**src/rtl/tptr_pkg.sv**
```systemverilog
package tptr_pkg;
    typedef enum logic [1:0] {
        OP_IDLE  = 2'b00,
        OP_READ  = 2'b01,
        OP_WRITE = 2'b10,
        OP_NONE  = 2'b11
    } tbl_op_e;

    typedef enum logic [1:0] {
        ADJ_KEEP     = 2'b00,
        ADJ_POST_INC = 2'b01,
        ADJ_POST_DEC = 2'b10,
        ADJ_PRE_INC  = 2'b11
    } ptr_adj_e;

    typedef enum logic [1:0] {
        SEL_LOW   = 2'b00,
        SEL_HIGH  = 2'b01,
        SEL_UPPER = 2'b10,
        SEL_LATCH = 2'b11
    } reg_sel_e;
endpackage

```
**src/rtl/tptr_ptr_alu.sv**
```systemverilog
module tptr_ptr_alu
    import tptr_pkg::*;
#(
    parameter int PTR_W = 22
) (
    input  logic [PTR_W-1:0] ptr_cur,
    input  logic [1:0]       adj,
    output logic [PTR_W-1:0] acc_addr,
    output logic [PTR_W-1:0] ptr_next
);
    logic [PTR_W-1:0] ptr_plus;
    logic [PTR_W-1:0] ptr_minus;

    always_comb begin
        ptr_plus  = ptr_cur + PTR_W'(1);
        ptr_minus = ptr_cur - PTR_W'(1);
        acc_addr  = ptr_cur;
        ptr_next  = ptr_cur;
        case (ptr_adj_e'(adj))
            ADJ_POST_INC: ptr_next = ptr_plus;
            ADJ_POST_DEC: ptr_next = ptr_minus;
            ADJ_PRE_INC: begin
                acc_addr = ptr_plus;
                ptr_next = ptr_plus;
            end
            default: ptr_next = ptr_cur;
        endcase
    end
endmodule

```
**src/rtl/tptr_hold_bank.sv**
```systemverilog
module tptr_hold_bank #(
    parameter int HOLD_BYTES = 32,
    localparam int HOLD_AW   = $clog2(HOLD_BYTES)
) (
    input  logic               clk,
    input  logic               rst_n,
    input  logic               wr_en,
    input  logic [HOLD_AW-1:0] wr_idx,
    input  logic [7:0]         wr_data,
    input  logic               clear_all,
    input  logic [HOLD_AW-1:0] rd_idx,
    output logic [7:0]         rd_data
);
    logic [7:0] slot_q [HOLD_BYTES];

    for (genvar gi = 0; gi < HOLD_BYTES; gi++) begin : g_slot
        logic [7:0] slot_d;

        always_comb begin
            slot_d = slot_q[gi];
            if (clear_all)
                slot_d = 8'hFF;
            if (wr_en && (wr_idx == HOLD_AW'(gi)))
                slot_d = wr_data;
        end

        always_ff @(posedge clk or negedge rst_n) begin
            if (!rst_n) slot_q[gi] <= 8'hFF;
            else        slot_q[gi] <= slot_d;
        end
    end

    assign rd_data = slot_q[rd_idx];
endmodule

```
**src/rtl/tptr_unit.sv**
```systemverilog
module tptr_unit
    import tptr_pkg::*;
#(
    parameter int PTR_W      = 22,
    parameter int HOLD_BYTES = 32,
    parameter int ROW_BYTES  = 64,
    localparam int HOLD_AW   = $clog2(HOLD_BYTES),
    localparam int ROW_AW    = $clog2(ROW_BYTES),
    localparam int UP_W      = PTR_W - 16
) (
    input  logic               clk,
    input  logic               rst_n,
    input  logic [1:0]         cmd_op,
    input  logic [1:0]         cmd_mode,
    input  logic               reg_wr_en,
    input  logic [1:0]         reg_sel,
    input  logic [7:0]         reg_wdata,
    output logic [7:0]         reg_rdata,
    output logic [PTR_W-1:0]   flash_addr,
    output logic               flash_rd_en,
    input  logic [7:0]         flash_rdata,
    input  logic               commit,
    input  logic [HOLD_AW-1:0] hold_rd_idx,
    output logic [7:0]         hold_rd_data,
    output logic [PTR_W-1:0]   blk_base,
    output logic [PTR_W-ROW_AW-1:0] row_idx
);
    typedef struct packed {
        logic [PTR_W-1:0] ptr;
        logic [7:0]       latch;
    } state_t;

    state_t st_d, st_q;
    logic [PTR_W-1:0] acc_addr;
    logic [PTR_W-1:0] ptr_next;
    logic             acc_rd;
    logic             acc_wr;
    logic [PTR_W-1:0] ptr_q;
    logic [7:0]       latch_q;

    assign ptr_q   = st_q.ptr;
    assign latch_q = st_q.latch;

    tptr_ptr_alu #(.PTR_W(PTR_W)) u_alu (
        .ptr_cur  (st_q.ptr),
        .adj      (cmd_mode),
        .acc_addr (acc_addr),
        .ptr_next (ptr_next)
    );

    tptr_hold_bank #(.HOLD_BYTES(HOLD_BYTES)) u_hold (
        .clk       (clk),
        .rst_n     (rst_n),
        .wr_en     (acc_wr),
        .wr_idx    (acc_addr[HOLD_AW-1:0]),
        .wr_data   (st_q.latch),
        .clear_all (commit),
        .rd_idx    (hold_rd_idx),
        .rd_data   (hold_rd_data)
    );

    always_comb begin
        acc_rd = (tbl_op_e'(cmd_op) == OP_READ);
        acc_wr = (tbl_op_e'(cmd_op) == OP_WRITE);
        st_d   = st_q;
        if (acc_rd) begin
            st_d.latch = flash_rdata;
            st_d.ptr   = ptr_next;
        end else if (acc_wr) begin
            st_d.ptr   = ptr_next;
        end else if (reg_wr_en) begin
            case (reg_sel_e'(reg_sel))
                SEL_LOW:   st_d.ptr[7:0]         = reg_wdata;
                SEL_HIGH:  st_d.ptr[15:8]        = reg_wdata;
                SEL_UPPER: st_d.ptr[PTR_W-1:16]  = reg_wdata[UP_W-1:0];
                default:   st_d.latch            = reg_wdata;
            endcase
        end
    end

    always_ff @(posedge clk or negedge rst_n) begin
        if (!rst_n) st_q <= '0;
        else        st_q <= st_d;
    end

    always_comb begin
        case (reg_sel_e'(reg_sel))
            SEL_LOW:   reg_rdata = st_q.ptr[7:0];
            SEL_HIGH:  reg_rdata = st_q.ptr[15:8];
            SEL_UPPER: reg_rdata = 8'(st_q.ptr[PTR_W-1:16]);
            default:   reg_rdata = st_q.latch;
        endcase
    end

    assign flash_addr  = acc_addr;
    assign flash_rd_en = acc_rd;
    assign blk_base    = {st_q.ptr[PTR_W-1:HOLD_AW], {HOLD_AW{1'b0}}};
    assign row_idx     = st_q.ptr[PTR_W-1:ROW_AW];
endmodule

```
**config.mk**
```make
export PLATFORM = sky130hd
export DESIGN_NAME = tptr_unit
export DESIGN_NICKNAME = d
export VERILOG_FILES = /design/src/rtl/tptr_pkg.sv /design/src/rtl/tptr_ptr_alu.sv /design/src/rtl/tptr_hold_bank.sv /design/src/rtl/tptr_unit.sv
export SDC_FILE = /design/constraint.sdc
export NUM_CORES = 1
export LEC_CHECK = 0
export ABC_AREA = 0
export BUFFER_PORTS_ARGS = -buffer_cell sky130_fd_sc_hd__buf_2
export CORE_ASPECT_RATIO = 0.5
export CORE_UTILIZATION = 35
export DETAILED_ROUTE_END_ITERATION = 16
export SLEW_MARGIN = 5
export SYNTH_ARGS = -nofsm -noshare
export SYNTH_HDL_FRONTEND = slang
export SYNTH_SLANG_ARGS = --single-unit
```
**constraint.sdc**
```tcl
create_clock -name clk -period 2.6 [get_ports clk]
set_input_delay 0 -clock clk [delete_from_list [all_inputs] [get_ports clk]]
set_output_delay 0 -clock clk [all_outputs]
set_load 0.01 [all_outputs]
```
==> impl_metrics.toml <==
[sta]
fmax_mhz = 390
worst_slew_pin_slew_ns = 0.947
hold_violations = 0
tns_ns = 0
finalCritPeriodShare_pct = 98.6
skew_ns = 0.0188
drv_slew = 0
post-route-min-period_ns = 2.56
setup_slack_ns = 0.0372
final-setup-viol-count = 0
slew_headroom_pct = 36.7

[status]
status = "complete, no violations"

[critical_path]
criticalPathCategory = "reg -> out"
rrSetupSlack_ns = 0.17
critical_path_required_ns = 2.60
start_kind = "flop"
critPathArrivalTime_ns = 2.56
worst-path-max-fanout = 2
setup.worst_path.end_class = "primary output"

[drt]
drtAntennaViolNets = 0
wire_per_inst_microns = 20.3
viasPerCell = 5.36
firstDrtPassIters = 6
drt_iter0_drc = 1062
drc = 0
drt_wl_total_mm = 44.5
vias = 11800

[power_and_ir_drop]
p_leak_uw = 0.00704
power.share.clock_pct = 34.3
swShare_pct = 32.3
pwr_density_cell_nw_per_um2 = 630
p_seq_share_pct = 41.3
p_int_uw = 8070
p_sw_uw = 3850
combPwrFrac_pct = 24.3
vdd_drop_max_uv = 474

[place]
place_congestion = 0.887
place_area_sq_um = 17600
port_buffers = 102
place_ws_ns = 0.184
hpwlAfterDp_mm = 28.8

[cts]
ctsRootBufferMaster = "clkbuf_16"
clockBufferDepth = 3
path_clk_slew_ns = 0.06
cts_tree = "built"
insertion_delay_ns = 0.58
htreeDepth = 1
cts_buffers = 30
cts.sinks = 286

[floorplanning]
ioPinCount = 108
fp.dieW_microns = 307
core_sq_um = 45500
die_area_sq_um = 47400
initial_core_util_pct = 35.7
die_h_microns = 154
num_rows = 55

[grt]
first_global_vias = 11900
track_usage_pct = 19.0
grt_max_degree = 93
grt_antenna_before_repair = 0
grt_pass1_wl_mm = 70.5
grt-ovfl-total = 0

[logic_synthesis]
synth.distinct_cells = 72
syn_area_sq_um = 16300
ys_warn_count = 0
async_flop_share_pct = 100
ys_top_cells_by_area = "dfstp_2 41%, mux2i_1 13%, mux4_2 9.6%, nor2_1 5.4%, dfrtp_1 4.6%"
synth-edff-count = 0
yosys_register_bits = 286
synth_top_area_share_pct = 41.4
yosysSeqAreaShare_pct = 46.0
netlist_instances = 1441
synthFlopType = "dfstp_2"
yosys.area.top_type = "dfstp_2"
syn_area_per_cell_sq_um = 11.3

[final_layout]
nFillCells = 4307
drive_gt1_share_pct = 40.9
antenna_cells = 0
final_area_sq_um = 18900
area_delta_synth_final_pct = 16.3
num-nets-final = 1584

[worst_hold_path]
worstHoldPathType = "in -> reg"

[job]
drv_cap = 0
cell usage after synthesis (3+ instances only):
cell type    n
buf_2       26
and3_1      10
xor2_1       5
mux2i_1    218
buf_1        8
nand3_1     21
a2111oi_4    8
inv_1       17
nand3b_1     8
a221oi_1    16
nor4_1       5
nor3_4      16
a21oi_1     94
and4_1       3
mux2_2       9
and2_1       3
o22ai_1      7
o21ai_0     12
a32oi_1      5
nor2_1     234
nand2_1     38
xnor2_1     13
ha_1         5
nand4_1      8
or2_2        3
clkbuf_1    86
o31ai_1      3
dfrtp_1     30
mux4_2      69
or3_1        8
a31oi_1      6
buf_4       42
a2bb2oi_1    6
nand2b_1     9
o22a_1       8
or4_1        3
dfstp_2    256
nor3_1      77
flip-flops by register name, summed over array words and instances (netlist names):
register / count
u_hold.slot_q: 256
latch_q: 8
ptr_q: 22
final cells by class:
class	instances	area [sq um]	share of cell area (%)
Clock buffer	41	852	4.51
Clock inverter	11	73.8	0.390
Inverter	18	72.6	0.384
Multi-Input combinational cell	976	7920	41.9
Sequential cell	286	7480	39.5
Tap cell	627	785	4.15
Timing Repair Buffer	236	1730	9.16
worst paths after layout:
kind | from | endpoint | cells after the start
max in group asynchronous | rst_n | ptr_q[18] | 3
hold / removal | commit | u_hold.slot_q[94] | 3
hold reg to reg | u_hold.slot_q[255] | u_hold.slot_q[255] | 2
setup reg to reg | ptr_q[0] | u_hold.slot_q[199] | 7
min in group asynchronous | rst_n | u_hold.slot_q[1] | 2
setup / recovery | u_hold.slot_q[71] | hold_rd_data[7] | 5
layer usage:
layer  share of wire (%)  up-vias  track usage (%)
met5                   0        -                0
met4                 2.4        0             5.05
met3                 5.3       78             2.85
met2                  45      325             29.5
met1                  47     6003             27.5
li1                    -     5357                -
cells in the final DEF (no fill, tap or decap), drive strengths merged, types with 9 or more instances in the layout:
cell type / count
a21oi: 94
a221oi: 16
and3: 10
buf: 207
clkbuf: 42
dfrtp: 30
dfstp: 256
dlygate4sd3: 28
inv: 18
mux2: 9
mux2i: 222
mux4: 70
nand2: 39
nand2b: 9
nand3: 24
nand4: 9
nor2: 235
nor3: 94
o21ai: 14
xnor2: 14
worst max-delay path: stages (launching register included):
cell,delay [ns]
dfstp_2,0.37
mux4_2,0.50
mux2_2,0.32
a221oi_1,0.46
a221oi_1,0.15
buf_2,0.19
power by group through the flow:
stage | clock (uW) | sequential, uW | combinational, uW
2_1_floorplan | 0 | 4920 | 1950
3_3_place_gp | 0 | 4980 | 2810
3_5_place_dp | 0 | 4990 | 2820
4_1_cts | 4200 | 4930 | 2870
5_1_grt | 4340 | 4950 | 3100
6_report | 4090 | 4920 | 2900
kinds of logic after synthesis:
logic type                 count (synthesis)  share of synthesized area [%]
and+or+nand+nor                          461                           14.3
adders and majority gates                  5                          0.385
DFF                                      286                           46.0
AOI/OAI and AO/OA                        184                           8.23
muxes                                    301                           24.2
buffers and inverters                    183                           5.59
xor gates and xnor gates                  20                           1.31
other                                      1                         0.0231
timing repair:
action                                  4_1_cts  5_1_grt
endpoints found under the setup margin        5        6
buffers inserted                              0        4
resized for setup                             5        2
endpoints found under the hold margin        97        0
hold buffers                                 28        0
pin swaps                                     0        1
stage by stage:
step / util, % / power, uW / hold WS (ns) / cells
2_1_floorplan: - / 6870 / -0.296 / 1445
3_3_place_gp: 38.8 / 7790 / -0.0347 / 2111
3_5_place_dp: 38.8 / 7800 / -0.0322 / 2111
4_1_cts: 41.5 / 12000 / 0.00485 / 2191
5_1_grt: 41.6 / 12400 / 0.0408 / 2195
6_report: 41.6 / 11900 / 0.0134 / 2195
(Power assumes the default switching activity.)
